## config.mk

```make
export PLATFORM = sky130hd
export DESIGN_NAME = vblank_window_gen
export DESIGN_NICKNAME = d
export VERILOG_FILES = /design/src/rtl/vbw_pkg.sv /design/src/rtl/vbw_line_counter.sv /design/src/rtl/vbw_shadow_regs.sv /design/src/rtl/vbw_window_fsm.sv /design/src/rtl/vblank_window_gen.sv
export SDC_FILE = /design/constraint.sdc
export NUM_CORES = 1
export LEC_CHECK = 0
export BUFFER_PORTS_ARGS = -buffer_cell sky130_fd_sc_hd__buf_4
export CAP_MARGIN = 20
export CORE_ASPECT_RATIO = 0.75
export CORE_UTILIZATION = 63
export CTS_BUF_LIST = sky130_fd_sc_hd__clkbuf_2
export DETAILED_ROUTE_END_ITERATION = 10
export PLACE_DENSITY = 0.81
export SYNTH_ARGS = -nofsm -noshare
export SYNTH_HDL_FRONTEND = slang
export SYNTH_HIERARCHICAL = 1
export SYNTH_SLANG_ARGS = --single-unit
```

## constraint.sdc

```tcl
create_clock -name clk -period 2.9 [get_ports clk]
set_input_delay 0 -clock clk [delete_from_list [all_inputs] [get_ports clk]]
set_output_delay 0 -clock clk [all_outputs]
set_load 0.01 [all_outputs]
```

## src/rtl/vbw_pkg.sv

```systemverilog
package vbw_pkg;
    typedef enum logic [1:0] {
        W_OFF  = 2'd0,
        W_OPEN = 2'd1,
        W_SHUT = 2'd2
    } win_state_t;

    localparam int unsigned ADDR_START_LO = 0;
    localparam int unsigned ADDR_START_HI = 1;
    localparam int unsigned ADDR_END      = 2;
endpackage

```

## src/rtl/vbw_line_counter.sv

```systemverilog
module vbw_line_counter #(
    parameter int unsigned CNT_W = 10
) (
    input  logic             clk,
    input  logic             rst_n,
    input  logic             vsync_stb,
    input  logic             line_stb,
    output logic [CNT_W-1:0] line_cnt
);
    localparam logic [CNT_W-1:0] CNT_MAX = {CNT_W{1'b1}};

    always_ff @(posedge clk) begin
        if (!rst_n) begin
            line_cnt <= '0;
        end else if (vsync_stb) begin
            line_cnt <= '0;
        end else if (line_stb && (line_cnt != CNT_MAX)) begin
            line_cnt <= line_cnt + CNT_W'(1);
        end
    end

    // sync restarts the count
    p_sync_zero_r2: assert property (@(posedge clk) disable iff (!rst_n)
        vsync_stb |=> (line_cnt == '0));

    // a line strobe steps the count unless it is saturated
    p_line_step_r2: assert property (@(posedge clk) disable iff (!rst_n)
        (line_stb && !vsync_stb && (line_cnt != CNT_MAX)) |=> (line_cnt == $past(line_cnt) + CNT_W'(1)));

    // saturation, never wraps to zero without sync
    p_no_wrap_r2: assert property (@(posedge clk) disable iff (!rst_n)
        (!vsync_stb && (line_cnt == CNT_MAX)) |=> (line_cnt == CNT_MAX));
endmodule

```

## src/rtl/vbw_shadow_regs.sv

```systemverilog
module vbw_shadow_regs
    import vbw_pkg::*;
#(
    parameter int unsigned ADDR_W    = 2,
    parameter int unsigned DATA_W    = 8,
    parameter int unsigned START_RST = 259,
    parameter int unsigned END_RST   = 19
) (
    input  logic              clk,
    input  logic              rst_n,
    input  logic              wr_en,
    input  logic [ADDR_W-1:0] wr_addr,
    input  logic [DATA_W-1:0] wr_data,
    input  logic              load,
    output logic [DATA_W:0]   start_line,
    output logic [DATA_W-1:0] end_line
);
    localparam int unsigned START_W = DATA_W + 1;

    logic [START_W-1:0] pend_start;
    logic [DATA_W-1:0]  pend_end;

    always_ff @(posedge clk) begin
        if (!rst_n) begin
            pend_start <= START_W'(START_RST);
            pend_end   <= DATA_W'(END_RST);
        end else if (wr_en) begin
            if (wr_addr == ADDR_W'(ADDR_START_LO)) begin
                pend_start[DATA_W-1:0] <= wr_data;
            end else if (wr_addr == ADDR_W'(ADDR_START_HI)) begin
                pend_start[DATA_W] <= wr_data[0];
            end else if (wr_addr == ADDR_W'(ADDR_END)) begin
                pend_end <= wr_data;
            end
        end
    end

    always_ff @(posedge clk) begin
        if (!rst_n) begin
            start_line <= START_W'(START_RST);
            end_line   <= DATA_W'(END_RST);
        end else if (load) begin
            start_line <= pend_start;
            end_line   <= pend_end;
        end
    end

    // working copy moves only on the field sync
    p_hold_between_sync_r7: assert property (@(posedge clk) disable iff (!rst_n)
        !load |=> ($stable(start_line) && $stable(end_line)));
endmodule

```

## src/rtl/vbw_window_fsm.sv

```systemverilog
module vbw_window_fsm
    import vbw_pkg::*;
(
    input  logic clk,
    input  logic rst_n,
    input  logic enable,
    input  logic start_hit,
    input  logic end_hit,
    output logic shut
);
    win_state_t state_q;
    win_state_t state_d;

    always_ff @(posedge clk) begin
        if (!rst_n) begin
            state_q <= W_OPEN;
        end else begin
            state_q <= state_d;
        end
    end

    always_comb begin
        state_d = state_q;
        if (!enable) begin
            state_d = W_OFF;                                  // enable_drop
        end else begin
            unique case (state_q)
                W_OFF:   state_d = W_OPEN;                    // arm
                W_OPEN:  if (start_hit && !end_hit) state_d = W_SHUT; // close
                W_SHUT:  if (end_hit) state_d = W_OPEN;       // reopen
                default: state_d = W_OFF;
            endcase
        end
    end

    always_comb begin
        shut = (state_q == W_SHUT);
    end

    // the window only closes after a start hit
    p_close_needs_start_r4: assert property (@(posedge clk) disable iff (!rst_n)
        $rose(shut) |-> ($past(start_hit) && $past(enable)));

    // an end hit never leaves the window shut
    p_end_wins_r6: assert property (@(posedge clk) disable iff (!rst_n)
        end_hit |=> !shut);
endmodule

```

## src/rtl/vblank_window_gen.sv

```systemverilog
module vblank_window_gen
    import vbw_pkg::*;
#(
    parameter int unsigned CNT_W     = 10,
    parameter int unsigned ADDR_W    = 2,
    parameter int unsigned DATA_W    = 8,
    parameter int unsigned OFF_525   = 262,
    parameter int unsigned OFF_625   = 313,
    parameter int unsigned START_RST = 259,
    parameter int unsigned END_RST   = 19
) (
    input  logic              clk,
    input  logic              rst_n,
    input  logic              reg_wr_en,
    input  logic [ADDR_W-1:0] reg_wr_addr,
    input  logic [DATA_W-1:0] reg_wr_data,
    input  logic              line_stb,
    input  logic              vsync_stb,
    input  logic              std_625,
    input  logic              prog_mode,
    input  logic              blank_out_en,
    output logic              blank,
    output logic              pix_in_en
);
    localparam int unsigned N_WIN  = 2;
    localparam int unsigned WIN_OUT = 0;
    localparam int unsigned WIN_IN  = 1;

    logic [CNT_W-1:0]  line_cnt;
    logic [DATA_W:0]   start_line;
    logic [DATA_W-1:0] end_line;
    logic [CNT_W-1:0]  fld_off;
    logic [CNT_W-1:0]  start_odd, end_odd, start_even, end_even;
    logic [N_WIN-1:0]  start_hit, end_hit, win_shut;

    vbw_line_counter #(.CNT_W(CNT_W)) u_cnt (
        .clk       (clk),
        .rst_n     (rst_n),
        .vsync_stb (vsync_stb),
        .line_stb  (line_stb),
        .line_cnt  (line_cnt)
    );

    vbw_shadow_regs #(
        .ADDR_W    (ADDR_W),
        .DATA_W    (DATA_W),
        .START_RST (START_RST),
        .END_RST   (END_RST)
    ) u_regs (
        .clk        (clk),
        .rst_n      (rst_n),
        .wr_en      (reg_wr_en),
        .wr_addr    (reg_wr_addr),
        .wr_data    (reg_wr_data),
        .load       (vsync_stb),
        .start_line (start_line),
        .end_line   (end_line)
    );

    always_comb begin
        fld_off    = std_625 ? CNT_W'(OFF_625) : CNT_W'(OFF_525);
        start_odd  = CNT_W'(start_line);
        end_odd    = CNT_W'(end_line);
        start_even = start_odd + fld_off;
        end_even   = end_odd + fld_off;
    end

    generate
        for (genvar w = 0; w < N_WIN; w++) begin : g_win
            if (w == WIN_OUT) begin : g_both_fields
                assign start_hit[w] = (line_cnt == start_odd) || (line_cnt == start_even);
                assign end_hit[w]   = (line_cnt == end_odd)   || (line_cnt == end_even);
            end else begin : g_odd_only
                assign start_hit[w] = (line_cnt == start_odd);
                assign end_hit[w]   = (line_cnt == end_odd);
            end

            vbw_window_fsm u_fsm (
                .clk       (clk),
                .rst_n     (rst_n),
                .enable    (blank_out_en),
                .start_hit (start_hit[w]),
                .end_hit   (end_hit[w]),
                .shut      (win_shut[w])
            );
        end
    endgenerate

    always_comb begin
        blank = blank_out_en && win_shut[WIN_OUT];
        if (!blank_out_en) begin
            pix_in_en = 1'b1;
        end else if (prog_mode) begin
            pix_in_en = !win_shut[WIN_IN];
        end else begin
            pix_in_en = !win_shut[WIN_OUT];
        end
    end

    // interlaced input never accepts pixels while blanked
    p_blank_blocks_input_r8: assert property (@(posedge clk) disable iff (!rst_n)
        (blank && !prog_mode) |-> !pix_in_en);

    // no blank rise without a matching line on either field
    p_rise_on_match_r5: assert property (@(posedge clk) disable iff (!rst_n)
        ($rose(blank) && $past(blank_out_en) && blank_out_en) |->
            ($past(line_cnt) == $past(start_odd) || $past(line_cnt) == $past(start_even)));
endmodule

```

# Word-level counts from Yosys, hierarchy flattened
# Index checks and enable logic that the tools add are counted.
[totals]
in_bits = 18
reg_bits = 48
out_inout_bits = 2
[classes]
addsub = 3
muxes = 11
n_reduce_logical = 22
eq_ne = 19
bitwise = 3
[op_table]
columns = ["operator", "n"]
rows = [
  ["$eq A10 B10 Y1", 2],
  ["$ne A3 B2 Y1 const B", 4],
  ["$pmux W2 S3", 2],
  ["$reduce_and A2 Y1", 6],
  ["$add A10 B1 Y10 const B", 1],
  ["$add A8 B9 Y10", 1],
  ["$add A9 B9 Y10", 1],
  ["$eq A10 B8 Y1", 1],
  ["$eq A10 B9 Y1", 1],
  ["$ne A10 B10 Y1 const B", 1],
  ["$mux W2", 4],
  ["$ne A2 B1 Y1 const B", 4],
  ["$eq A2 B1 Y1 const B", 3],
  ["$eq A2 B2 Y1 const B", 3],
  ["$logic_not A2 Y1", 3],
  ["$mux W6", 1],
  ["$logic_and A1 B1 Y1", 4],
  ["$logic_not A1 Y1", 4],
  ["$mux W1", 4],
  ["$reduce_and A4 Y1", 1],
  ["$not A1 Y1", 3],
  ["$reduce_and A3 Y1", 1],
  ["$logic_or A1 B1 Y1", 2],
  ["$reduce_or A2 Y1", 1],
]

# Logic depth before layout (Yosys ltp)
# Gate-level depths: netlist of the first run.
[logic_depth]
word_depth = 9
depth_mapped = 12
ltp_nobuf = 12

# Modules after synthesis
# The synthesis of the first run kept the hierarchy.
[by_module_without_submodules]
columns = ["module", "cells_per_inst", "instances", "area_per_inst_um2", "seq_area_each_um2"]
rows = [
  ["vbw_shadow_regs", 124, 1, 1313.8, 680.7],
  ["vblank_window_gen", 130, 1, 1038.5, 0.0],
  ["vbw_line_counter", 58, 1, 513.0, 200.2],
  ["vbw_window_fsm", 12, 2, 105.1, 40.0],
]

# Worst setup path before layout of the first run
# Ideal clock, no wire load.
[synth_path]
path_type = "register to register"
startpoint = "register u_regs.start_line[0]"
endpoint = "register g_win[0].u_fsm.state_q[0]"
arrival_ps = 2323
synth_period_minus_slack_ps = 2446
slack_ps = 454
stages_incl_launch_ff = 12
path_buffers = 0
setup_time_ps = 123
cell_sequence = "dfxtp_1 ha_1 fa_1 xor2_1 a2111oi_0 nand4_1 a211oi_1 nand4_1 o21bai_1 nand2b_1 a21boi_0 o21ai_0"
[synth_via]
elab_chain_len = 6
word_cells_on_any_way = 7
cone_classes = "1 x add/sub; 3 x eq/ne; 3 x reduce/logical"
[synth_lines]
columns = ["element", "line_no", "text"]
rows = [
  ["start: declaration", "vbw_shadow_regs.sv:15", "output logic [DATA_W:0] start_line,"],
  ["start signal: assignment", "vbw_shadow_regs.sv:40", "start_line <= START_W'(START_RST);"],
  ["start signal: assignment", "vbw_shadow_regs.sv:43", "start_line <= pend_start;"],
  ["$add A9 B9 Y10", "vblank_window_gen.sv:64", "start_even = start_odd + fld_off;"],
  ["$eq A10 B10 Y1", "vblank_window_gen.sv:71", "assign start_hit[w] = (line_cnt == start_odd) || (line_cnt == start_even);"],
  ["$logic_or A1 B1 Y1 *", "vblank_window_gen.sv:71", ""],
  ["net start_hit[0]", "vblank_window_gen.sv:34", "logic [N_WIN-1:0] start_hit, end_hit, win_shut;"],
  ["$logic_and A1 B1 Y1 *", "vbw_window_fsm.sv:29", "W_OPEN: if (start_hit && !end_hit) state_d = W_SHUT;"],
  ["$ne A3 B2 Y1 (no line) *", "--", ""],
  ["$reduce_and A2 Y1 (no line) *", "--", ""],
  ["end signal: assignment", "vbw_window_fsm.sv:18", "state_q <= state_d;"],
  ["end: declaration", "vbw_window_fsm.sv:11", "win_state_t state_q;"],
]
# The timed path passes the listed nets; every way through them passes the cells marked *.
# A chain may end at the register's enable or synchronous reset.

# Worst setup path after layout of the first run
[layout_path]
startpoint = "register u_regs.end_line[0]"
endpoint = "register g_win[0].u_fsm.state_q[0]"
[layout_via]
elab_chain_len = 7
word_cells_on_any_way = 9
cone_classes = "1 x add/sub; 4 x eq/ne; 4 x reduce/logical"
[layout_lines]
columns = ["element", "line_no", "text"]
rows = [
  ["start: declaration", "vbw_shadow_regs.sv:16", "output logic [DATA_W-1:0] end_line"],
  ["start signal: assignment", "vbw_shadow_regs.sv:41", "end_line <= DATA_W'(END_RST);"],
  ["start signal: assignment", "vbw_shadow_regs.sv:44", "end_line <= pend_end;"],
  ["$add A8 B9 Y10", "vblank_window_gen.sv:65", "end_even = end_odd + fld_off;"],
  ["$eq A10 B10 Y1", "vblank_window_gen.sv:72", "assign end_hit[w] = (line_cnt == end_odd) || (line_cnt == end_even);"],
  ["$logic_or A1 B1 Y1 *", "vblank_window_gen.sv:72", ""],
  ["net end_hit[0]", "vblank_window_gen.sv:34", ""],
  ["$logic_not A1 Y1", "vbw_window_fsm.sv:29", ""],
  ["$logic_and A1 B1 Y1", "vbw_window_fsm.sv:29", ""],
  ["$ne A3 B2 Y1 (no line)", "--", ""],
  ["$reduce_and A2 Y1 (no line) *", "--", ""],
]
# Marked as above.

==> metrics.md, run 1 <==
| Metric | Value |
|---|---|
| Worst Reg-to-Reg Cells | `12` |
| Post-route ant nets | `0` |
| Final hold vios | `0` |
| DP Wirelength | `just under 5 mm` |
| Met1 global-route usage | `approximately two fifths` |
| Core area | `0.00457 mm²` |
| DR DRC count | `0` |
| Max FO, Critical Path | `3` |
| Fin Clk Skew | `about 0.028 ns` |
| Worst path slowest cell | `fa_1` |
| CP peak stage delay | `around 0.45 ns` |
| Share of cells above drive strength 1 | `between 10% and 20%` |
| Slew of the pin with the lowest slew margin | `just over 0.6 ns` |
| Met3 usage | `under 10%` |
| # setup viols final | `0` |
| Post-synth EDFFs | `0` |
| DR iter-0 viols | `170` |
| Initial core utilization | `67.3%` |
| Total power | `1370 µW` |
| CP dominant cell by count | `o21ai_0` |
| Register area share after synthesis | `a little under a third` |
| Die W | `between 80 and 90 µm` |
| Global-route wire length before repair | `11.9 mm` |
| Register bit total from synthesis | `48` |
| Wire per inst | `between 15 and 20 µm` |
| Synthesized net count | `about 370` |
| Number of diodes | `0` |
| CTS root buf | `clkbuf_2` |
| Die Ht | `~63 µm` |
| Cell Area, Synth | `approximately 0.0031 mm²` |
| Arr. time, crit path | `2.98 ns` |
| Final global-route overflow total | `0` |
| CP Class | `reg -> reg` |
| Setup repair after global routing missed its margin | `no` |
| Element type at the critical path end | `flop` |
| Nets | `approximately 410` |
| Primary FF master, synth | `dfxtp_1` |
| Gr usage total | `between 30% and 40%` |
| Clk slew on worst S/H paths | `between 0.2 and 0.25 ns` |
| Vias in the first global route | `2525` |
| Post-synth ARST share | `0%` |
| GPL Wtd Cong | `between 0.8 and 0.9` |
| Pre-Repair DR Iteration Count | `4` |
| Yosys cell types | `61` |
| Max-slew headroom | `approximately three fifths` |
| CTS tree | `done` |
| Most common cell after layout, fill and taps aside | `dfxtp_1` |
| Grt peak-use layer | `met2` |
| Hold crit path type | `in -> reg` |
| Hold endpoint | `u_regs/pend_start[1]` |
| Worst VDD drop | `~0.32 mV` |
| Site Rows | `21` |
| Status | `finished, final reports clean` |
| Final WL | `7.40 mm` |
| Leakage | `0.00151 µW` |
| Hold depth | `4` |
| Global Route met2 Usage | `roughly 47%` |
| Commonest non-fill, non-tap cells in the layout | `dfxtp_1 (47), nand2_1 (38), mux2i_1 (35)` |
| Fillers | `just under 300` |
| Final count of pins violating max slew | `0` |
| Full die area | `0.00517 mm²` |
| PwrDens | `about 380 mW/mm²` |
| Mapped Cells | `between 300 and 400` |
| Max-cap violations | `0` |
| Htree depth | `2` |
| Post-route clock period utilization | `92.0%` |
| Initial antenna violation count | `0` |
| Worst path required time | `3.22 ns` |
| Reg-to-reg setup timing slack | `around 0.23 ns` |
| Post-route setup TNS | `0 ns` |
| # IOs | `20` |
| Startpoint types | `flop` |
| Synthesis-to-finish area growth | `15.9%` |
| Largest net degree at the start of global routing | `between 40 and 50` |
| Critical register-to-register path startpoint | `u_regs/end_line[0]` |
| Cell Chain, Critical Path | `ha_1 > fa_1 > a21oi_2 > o21ai_0 > a21oi_1 > xnor2_1 > o21a_1 > o22ai_1 > a41o_1 > nand2b_1 > a21boi_0 > o21ai_0` |
| Clock buffer depth | `2` |
| Via count | `around 2600` |
| TritonCTS Buffers | `5` |
| Post-Syn Area per Cell | `roughly 9.2 µm²` |
| Port bufs | `19` |
| Fmax | `about 370 MHz` |
| Tmin final | `between 2 and 3 ns` |
| Via/cell ratio | `around 6` |
| Yosys warns | `6` |
| Hold Crit Start | `reg_wr_data[1]` |
| TritonCTS sink count | `48` |
| Clk_lat worst skew | `0.44 ns` |
| Worst r2r dst | `g_win[0].u_fsm/state_q[0]` |
## synthesized netlist by cell type, types with 4 or more instances
cell	number	area share, %
a21o_1	6	1.5
a21oi_1	14	2.3
clkbuf_1	5	0.61
dfxtp_1	48	31
ha_1	13	5.3
inv_1	7	0.85
mux2i_1	35	11
nand2_1	38	4.6
nand3_1	7	1.1
nand4_1	7	1.4
nor2_1	9	1.1
nor2b_1	22	4.5
nor3_1	4	0.65
o21ai_0	12	2.0
xnor2_1	18	5.1
xor2_1	23	6.5
## final cells by class
type | count | area, µm² | area share (%)
Sequential cell | 48 | 962 | 27.0
Inverter | 7 | 26.3 | 0.737
Tap cell | 57 | 71.3 | 2.00
Multi-Input combinational cell | 269 | 2040 | 57.2
Timing Repair Buffer | 43 | 370 | 10.4
Clock buffer | 5 | 25.0 | 0.702
Clock inverter | 3 | 68.8 | 1.93
## metrics by stage
stage / hold slack, ns / cells / util, % / area (µm²) / setup slack [ns]
final: 0.376 / 432 / 78.0 / 3560 / 0.233
after global routing: 0.361 / 432 / 78.0 / 3560 / 0.0300
after CTS: 0.371 / 432 / 77.6 / 3550 / 0.109
after detailed placement: 0.284 / 405 / 71.4 / 3270 / 0.152
after global placement: 0.271 / 405 / 71.4 / 3270 / 0.288
after floorplan: 0.0661 / 336 / - / 3080 / 0.454
## how the worst max path moves through the flow
stage / startpoint / end / slack, ns / cells past startpoint
floorplan: u_regs/start_line[0] / g_win[0].u_fsm/state_q[0] / 0.45 / 11
global placement: u_regs/start_line[0] / g_win[0].u_fsm/state_q[0] / 0.29 / 11
detailed placement: u_regs/start_line[0] / g_win[0].u_fsm/state_q[0] / 0.15 / 11
CTS: u_regs/start_line[0] / g_win[0].u_fsm/state_q[0] / 0.11 / 11
global route: u_regs/start_line[0] / g_win[0].u_fsm/state_q[0] / 0.03 / 11
finish: u_regs/end_line[0] / g_win[0].u_fsm/state_q[0] / 0.23 / 12
## state kept, by name, summed over array words and instances, names as in the netlist
name                 cells
g_win.u_fsm/state_q      4
u_cnt/line_cnt          10
u_regs/end_line          8
u_regs/pend_end          8
u_regs/pend_start        9
u_regs/start_line        9
## what timing repair did
| item | 4_1_cts | 5_1_grt |
|---|---|---|
| endpoints found under the setup margin | 0 | 1 |
| hold endpoints to repair | 37 | 0 |
| hold buffers | 19 | 0 |
| buffers inserted | 0 | 0 |
| resized for setup | 0 | 5 |
## critical path: cells and delay by family, from the launching register on
kind / cells / cell delay (ns)
AOI/OAI and AO/OA: 8 / 1.22
adders and majority gates: 2 / 0.67
DFF: 1 / 0.39
xor gates and xnor gates: 1 / 0.15
and+or+nand+nor: 1 / 0.14
## cell families (layout without fill, tap and decap cells)
group                    after synthesis  in the layout  synth area share, %
AO/OA/AOI/OAI                         61             61                 13.9
AND/OR/NAND/NOR                      115            115                 21.5
XOR/XNOR                              42             42                 12.2
multiplexers                          36             36                 11.8
flip-flops                            48             48                 31.2
adder cells (fa/ha/maj)               15             15                 6.59
buffers and inverters                 19             58                 2.85
## power by group
group | switching (µW) | leakage (µW) | internal, µW
clock | 225 | 0.0000536 | 235
combinational | 112 | 0.00107 | 104
sequential | 12.6 | 0.000389 | 677
total | 350 | 0.00151 | 1020
## routing by layer
layer  vias to the layer above  wire (µm)
li1                       1267          -
met1                      1220       3380
met2                        90       3280
met3                        28        489
met4                         0        251
met5                         -          0
(Power assumes the default switching activity.)
==> run 2: changes to the inputs <==
--- a/config.mk
+++ b/config.mk
@@ -11,7 +11,7 @@
 export CORE_UTILIZATION = 63
 export CTS_BUF_LIST = sky130_fd_sc_hd__clkbuf_2
 export DETAILED_ROUTE_END_ITERATION = 10
-export PLACE_DENSITY = 0.81
+export PLACE_DENSITY = 0.86
 export SYNTH_ARGS = -nofsm -noshare
 export SYNTH_HDL_FRONTEND = slang
 export SYNTH_HIERARCHICAL = 1
==> run 2 against run 1 <==
Against the previous run: largest cell class unchanged; non-clock buffer count is 1 higher; wire length is 0.84% higher; die area did not move.
==> metrics.md, run 2 (synthesized netlist as in run 1, its figures left out) <==
| Metric | Value |
|---|---|
| Placed cell areas | `approximately 0.0033 mm²` |
| Htree depth | `2` |
| Nets | `~410` |
| Largest register FFs | `10` |
| Number of diodes | `0` |
| DR DRC count | `0` |
| Worst VDD drop | `slightly below 0.3 mV` |
| Global-route wire length before repair | `~12 mm` |
| Clk_lat worst skew | `approximately 0.45 ns` |
| TritonCTS Buffers | `5` |
| Final Cell Area | `around 0.0035 mm²` |
| Hold crit path type | `in -> reg` |
| CP Class | `reg -> reg` |
| Post-route ant nets | `0` |
| Fmax | `~360 MHz` |
| Commonest non-fill, non-tap cells in the layout | `dfxtp_1 (47), nand2_1 (38), mux2i_1 (35)` |
| Fillers | `about 310` |
| # setup viols final | `0` |
| Site Rows | `21` |
| GPL Wtd Cong | `~0.93` |
| Die W | `around 83 µm` |
| Max-slew headroom | `about two thirds` |
| Startpoint types | `flop` |
| Largest net degree at the start of global routing | `about 50` |
| Via count | `2703` |
| Initial core utilization | `67.3%` |
| Total power | `1190 µW` |
| Arr. time, crit path | `3.09 ns` |
| Fin Clk Skew | `between 0.02 and 0.025 ns` |
| Die Ht | `roughly 63 µm` |
| Most common cell after layout, fill and taps aside | `dfxtp_1` |
| Setup repair after global routing missed its margin | `no` |
| Max FO, Critical Path | `3` |
| Share of cells above drive strength 1 | `between 10% and 20%` |
| Final hold vios | `0` |
| PwrDens | `approximately 340 mW/mm²` |
| Port bufs | `19` |
| Wire per inst | `17.2 µm` |
| Final count of pins violating max slew | `0` |
| Slew of the pin with the lowest slew margin | `just over 0.5 ns` |
| Worst path required time | `about 3.2 ns` |
| CTS tree | `done` |
| Max-cap violations | `0` |
| Leakage | `roughly 0.0015 µW` |
| Via/cell ratio | `~6.2` |
| Gr usage total | `30.5%` |
| Most flops, register | `u_cnt/line_cnt` |
| CTS root buf | `clkbuf_2` |
| # IOs | `20` |
| DR iter-0 viols | `roughly 250` |
| Vias in the first global route | `between 2000 and 3000` |
| Status | `finished, final reports clean` |
| Initial antenna violation count | `0` |
| Core area | `0.00457 mm²` |
| Largest registers | `u_cnt/line_cnt x10, u_regs/pend_start x9, u_regs/start_line x9` |
| Clk slew on worst S/H paths | `about 0.26 ns` |
| Post-route setup TNS | `0 ns` |
| Final WL | `between 7 and 8 mm` |
| Hold slack | `roughly 0.35 ns` |
| TritonCTS sink count | `48` |
| Tmin final | `around 2.8 ns` |
| Clock buffer depth | `2` |
| DP Wirelength | `slightly above 5 mm` |
| Synthesis-to-finish area growth | `14.5%` |
| Final global-route overflow total | `0` |
| Pre-Repair DR Iteration Count | `5` |
| Post-route clock period utilization | `95.1%` |
| Full die area | `between 0.005 and 0.006 mm²` |
| Element type at the critical path end | `flop` |
==> run 2: worst max-delay path, cell delays in order (launching register included) <==
cell      delay [ns]
dfxtp_1         0.39
ha_1            0.21
fa_1            0.46
a21oi_2         0.21
o21ai_0         0.10
a21oi_1         0.25
xnor2_1         0.15
o21a_1          0.13
o22ai_1         0.07
a41o_1          0.22
nand2b_1        0.15
a21boi_1        0.19
o21ai_0         0.12
==> run 2: stage by stage <==
stage               worst slack (ns)  instances  utilization [%]
floorplan                      0.454        336                -
global placement               0.293        405             71.4
detailed placement             0.144        405             71.4
CTS                            0.110        432             76.5
global route                  0.0188        433             77.0
finish                         0.141        433             77.0
==> run 2: worst paths after layout <==
check,slack [ns],end,cells past startpoint,startpoint
setup / recovery,0.14,g_win[0].u_fsm/state_q[0],12,u_regs/end_line[0]
setup reg to reg,0.14,g_win[0].u_fsm/state_q[0],12,u_regs/end_line[0]
hold / removal,0.35,u_regs/pend_end[0],4,reg_wr_data[0]
hold reg to reg,0.48,u_regs/pend_start[2],2,u_regs/pend_start[2]
==> run 2: where the power goes <==
group / total, µW / leakage, µW / internal [µW] / switching [µW]
sequential: 689 / 0.000389 / 677 / 12.6
clock: 282 / 0.0000308 / 58.9 / 223
combinational: 218 / 0.00106 / 105 / 113
==> run 2: routing by layer <==
| layer | global-route usage (%) | up-vias | routed length, µm |
|---|---|---|---|
| li1 | - | 1270 | - |
| met1 | 40.5 | 1286 | 3270 |
| met2 | 47.2 | 129 | 3520 |
| met3 | 5.69 | 18 | 525 |
| met4 | 14.0 | 0 | 147 |
| met5 | 0 | - | 0 |
==> run 2: area by class of cell <==
class	count	area, µm²	area share, %
Clock inverter	3	17.5	0.497
Inverter	7	26.3	0.746
Multi-Input combinational cell	269	2040	58.0
Sequential cell	48	962	27.3
Clock buffer	5	25.0	0.710
Timing Repair Buffer	44	378	10.7
Tap cell	57	71.3	2.02
==> run 2: what timing repair did <==
action / 4_1_cts / 5_1_grt
resized for setup: 0 / 6
setup endpoints to repair: 0 / 1
setup buffers: 0 / 1
hold buffers: 19 / 0
hold endpoints to repair: 34 / 0
==> run 3: changes to the inputs <==
--- a/config.mk
+++ b/config.mk
@@ -8,10 +8,10 @@
 export BUFFER_PORTS_ARGS = -buffer_cell sky130_fd_sc_hd__buf_4
 export CAP_MARGIN = 20
 export CORE_ASPECT_RATIO = 0.75
-export CORE_UTILIZATION = 63
+export CORE_UTILIZATION = 41
 export CTS_BUF_LIST = sky130_fd_sc_hd__clkbuf_2
 export DETAILED_ROUTE_END_ITERATION = 10
-export PLACE_DENSITY = 0.86
+export PLACE_DENSITY = 0.62
 export SYNTH_ARGS = -nofsm -noshare
 export SYNTH_HDL_FRONTEND = slang
 export SYNTH_HIERARCHICAL = 1
==> run 3 against run 2 <==
Against the previous run: utilization shrank 26 points; sequential share of layout area shrank 0.64 points; critical path type unchanged; wire length shrank 4.5%; worst hold slack lost 0.0043 ns; power grew 8.5%; worst setup slack gained 0.061 ns; highest routed layer unchanged; critical endpoint unchanged.
==> metrics.md, run 3 (synthesized netlist as in run 1, its figures left out) <==
| Metric | Value |
|---|---|
| Initial antenna violation count | `0` |
| Most flops, register | `u_cnt/line_cnt` |
| Setup repair after global routing missed its margin | `no` |
| Reg-to-reg setup timing slack | `around 0.20 ns` |
| Share of cells above drive strength 1 | `14.1%` |
| Worst Reg-to-Reg Cells | `11` |
| Clk slew on worst S/H paths | `around 0.28 ns` |
| Site Rows | `26` |
| Number of diodes | `0` |
| Initial core utilization | `a little over two fifths` |
| TritonCTS sink count | `48` |
| Die W | `between 100 and 150 µm` |
| Slew of the pin with the lowest slew margin | `approximately 0.5 ns` |
| Final hold vios | `0` |
| Element type at the critical path end | `flop` |
| Worst path slowest cell | `fa_1` |
| Hold crit path type | `in -> reg` |
| Hold Crit Start | `reg_wr_data[1]` |
| Htree depth | `2` |
| Largest net degree at the start of global routing | `between 40 and 50` |
| Post-route ant nets | `0` |
| Internal power | `slightly above 900 µW` |
| Sw power | `360 µW` |
| # IOs | `20` |
| Post-route setup TNS | `0 ns` |
| Largest register FFs | `10` |
| GPL Wtd Cong | `0.798` |
| CP dominant cell by count | `nand4_1` |
| Post-route clock period utilization | `93.0%` |
| Hold depth | `4` |
| DP Wirelength | `between 5 and 6 mm` |
| Worst path required time | `roughly 3.3 ns` |
| DR DRC count | `0` |
| # setup viols final | `0` |
| TritonCTS Buffers | `5` |
| Fin Clk Skew | `between 0.02 and 0.025 ns` |
| Arr. time, crit path | `3.06 ns` |
| Startpoint types | `flop` |
| CTS root buf | `clkbuf_2` |
| Clock power frac | `between 30% and 40%` |
| Final WL | `roughly 7.1 mm` |
| Gr usage total | `about a fifth` |
| Critical register-to-register path startpoint | `u_regs/start_line[0]` |
| Wire per inst | `~15 µm` |
| Fmax | `roughly 370 MHz` |
| Max-slew headroom | `around two thirds` |
| Most common cell after layout, fill and taps aside | `dfxtp_1` |
| Vias in the first global route | `2362` |
| Tmin final | `about 2.7 ns` |
| Hold endpoint | `u_regs/pend_start[1]` |
| Nets | `just over 400` |
| Via/cell ratio | `about 5.2` |
| Setup bufs post-CTS | `0` |
| Cell count after placement | `about 450` |
| Cell Chain, Critical Path | `ha_1 > fa_1 > xor2_1 > a2111oi_2 > nand4_1 > a211oi_1 > nand4_1 > o21bai_1 > nand2b_1 > a21boi_0 > o21ai_0` |
| Final count of pins violating max slew | `0` |
| Global-route wire length before repair | `11.6 mm` |
| Full die area | `a little under 0.008 mm²` |
| Filler-free cell count of the finished design | `between 400 and 500` |
| Commonest non-fill, non-tap cells in the layout | `dfxtp_1 (47), nand2_1 (38), mux2i_1 (35)` |
| Port bufs | `19` |
| Synthesis-to-finish area growth | `17.2%` |
| Largest registers | `u_cnt/line_cnt x10, u_regs/pend_start x9, u_regs/start_line x9` |
| Die Ht | `77.0 µm` |
| Clock buffer depth | `2` |
| Via count | `2472` |
| CP Class | `reg -> reg` |
| Status | `finished, final reports clean` |
| Sw Share | `between 20 and 30%` |
| Pre-Repair DR Iteration Count | `4` |
| Core area | `0.00703 mm²` |
| Leakage | `0.00150 µW` |
| Final global-route overflow total | `0` |
| Reg power frac | `53.4%` |
| Max-cap violations | `0` |
| Worst r2r dst | `g_win[0].u_fsm/state_q[0]` |
| CP peak stage delay | `approximately 0.44 ns` |
| Worst VDD drop | `roughly 0.23 mV` |
| Hold slack | `approximately 0.34 ns` |
| Max FO, Critical Path | `3` |
| DR iter-0 viols | `137` |
| Share of total power in combinational logic | `between 15 and 20%` |
| Clk_lat worst skew | `roughly 0.44 ns` |
| PwrDens | `approximately 360 mW/mm²` |
| CTS tree | `done` |
## run 3: cell types whose count changed in the layout (fill, tap and decap cells not counted)
cell and delta:
a21oi_1 +1, clkinvlp_4 +1, bufinv_16 +1, a21boi_0 +1
a21boi_1 -1, dlygate4sd3_1 +2, clkinv_2 -1, buf_4 -1
a211oi_2 -1, a211oi_1 +1, a21oi_2 -1, clkinv_1 -1
## run 3: layout make-up
class,instances,area (µm²)
clock buffer,5,25.0
clock inverter,3,46.3
fill,699,3420
inverter,7,26.3
multi-input combinational,269,2030
sequential,48,962
tap,98,123
timing repair buffer,45,390
## run 3: metrics by stage
step                      setup WS, ns  utilization [%]  total power (µW)  instance area (µm²)
final                            0.202             51.3              1290                 3610
after global routing            0.0415             51.3              1350                 3610
after CTS                        0.117             51.2              1290                 3600
after detailed placement         0.148             47.2               888                 3320
after global placement           0.254             47.2               885                 3320
after floorplan                  0.454                -               834                 3080
## run 3: routing by layer
layer / GRT usage (%) / wire length [µm]
met1: 27.5 / 3690
met2: 29.7 / 3100
met3: 3.01 / 295
met4: 3.00 / 29
met5: 0 / 0
## run 3: critical path: cells and delay by family (launching register included)
family,cells,cell delay (ns)
xor+xnor,1,0.18
fa+ha+maj,2,0.64
compound gates,5,1.02
simple gates,3,0.35
flops,1,0.40
## run 3: worst max path at each step
stage,startpoint,end,slack (ns),depth (start not counted)
2_1_floorplan,u_regs/start_line[0],g_win[0].u_fsm/state_q[0],0.45,11
3_3_place_gp,u_regs/start_line[0],g_win[0].u_fsm/state_q[0],0.25,11
3_5_place_dp,u_regs/start_line[0],g_win[0].u_fsm/state_q[0],0.15,11
4_1_cts,u_regs/start_line[0],g_win[0].u_fsm/state_q[0],0.12,11
5_1_grt,u_regs/start_line[0],g_win[0].u_fsm/state_q[0],0.04,11
6_report,u_regs/start_line[0],g_win[0].u_fsm/state_q[0],0.20,11
## run 3: power by group through the flow
| stage | Sequential (µW) | Clock [µW] | Combinational (µW) |
|---|---|---|---|
| 3_5_place_dp | 701 | 0 | 186 |
| 2_1_floorplan | 699 | 0 | 135 |
| 6_report | 689 | 389 | 213 |
| 5_1_grt | 692 | 422 | 232 |
| 4_1_cts | 690 | 396 | 209 |
| 3_3_place_gp | 701 | 0 | 184 |
## run 3: timing repair
item | CTS | global route
endpoints found under the setup margin | 0 | 1
gates resized for setup | 0 | 3
hold endpoints to repair | 39 | 0
hold buffers | 21 | 0
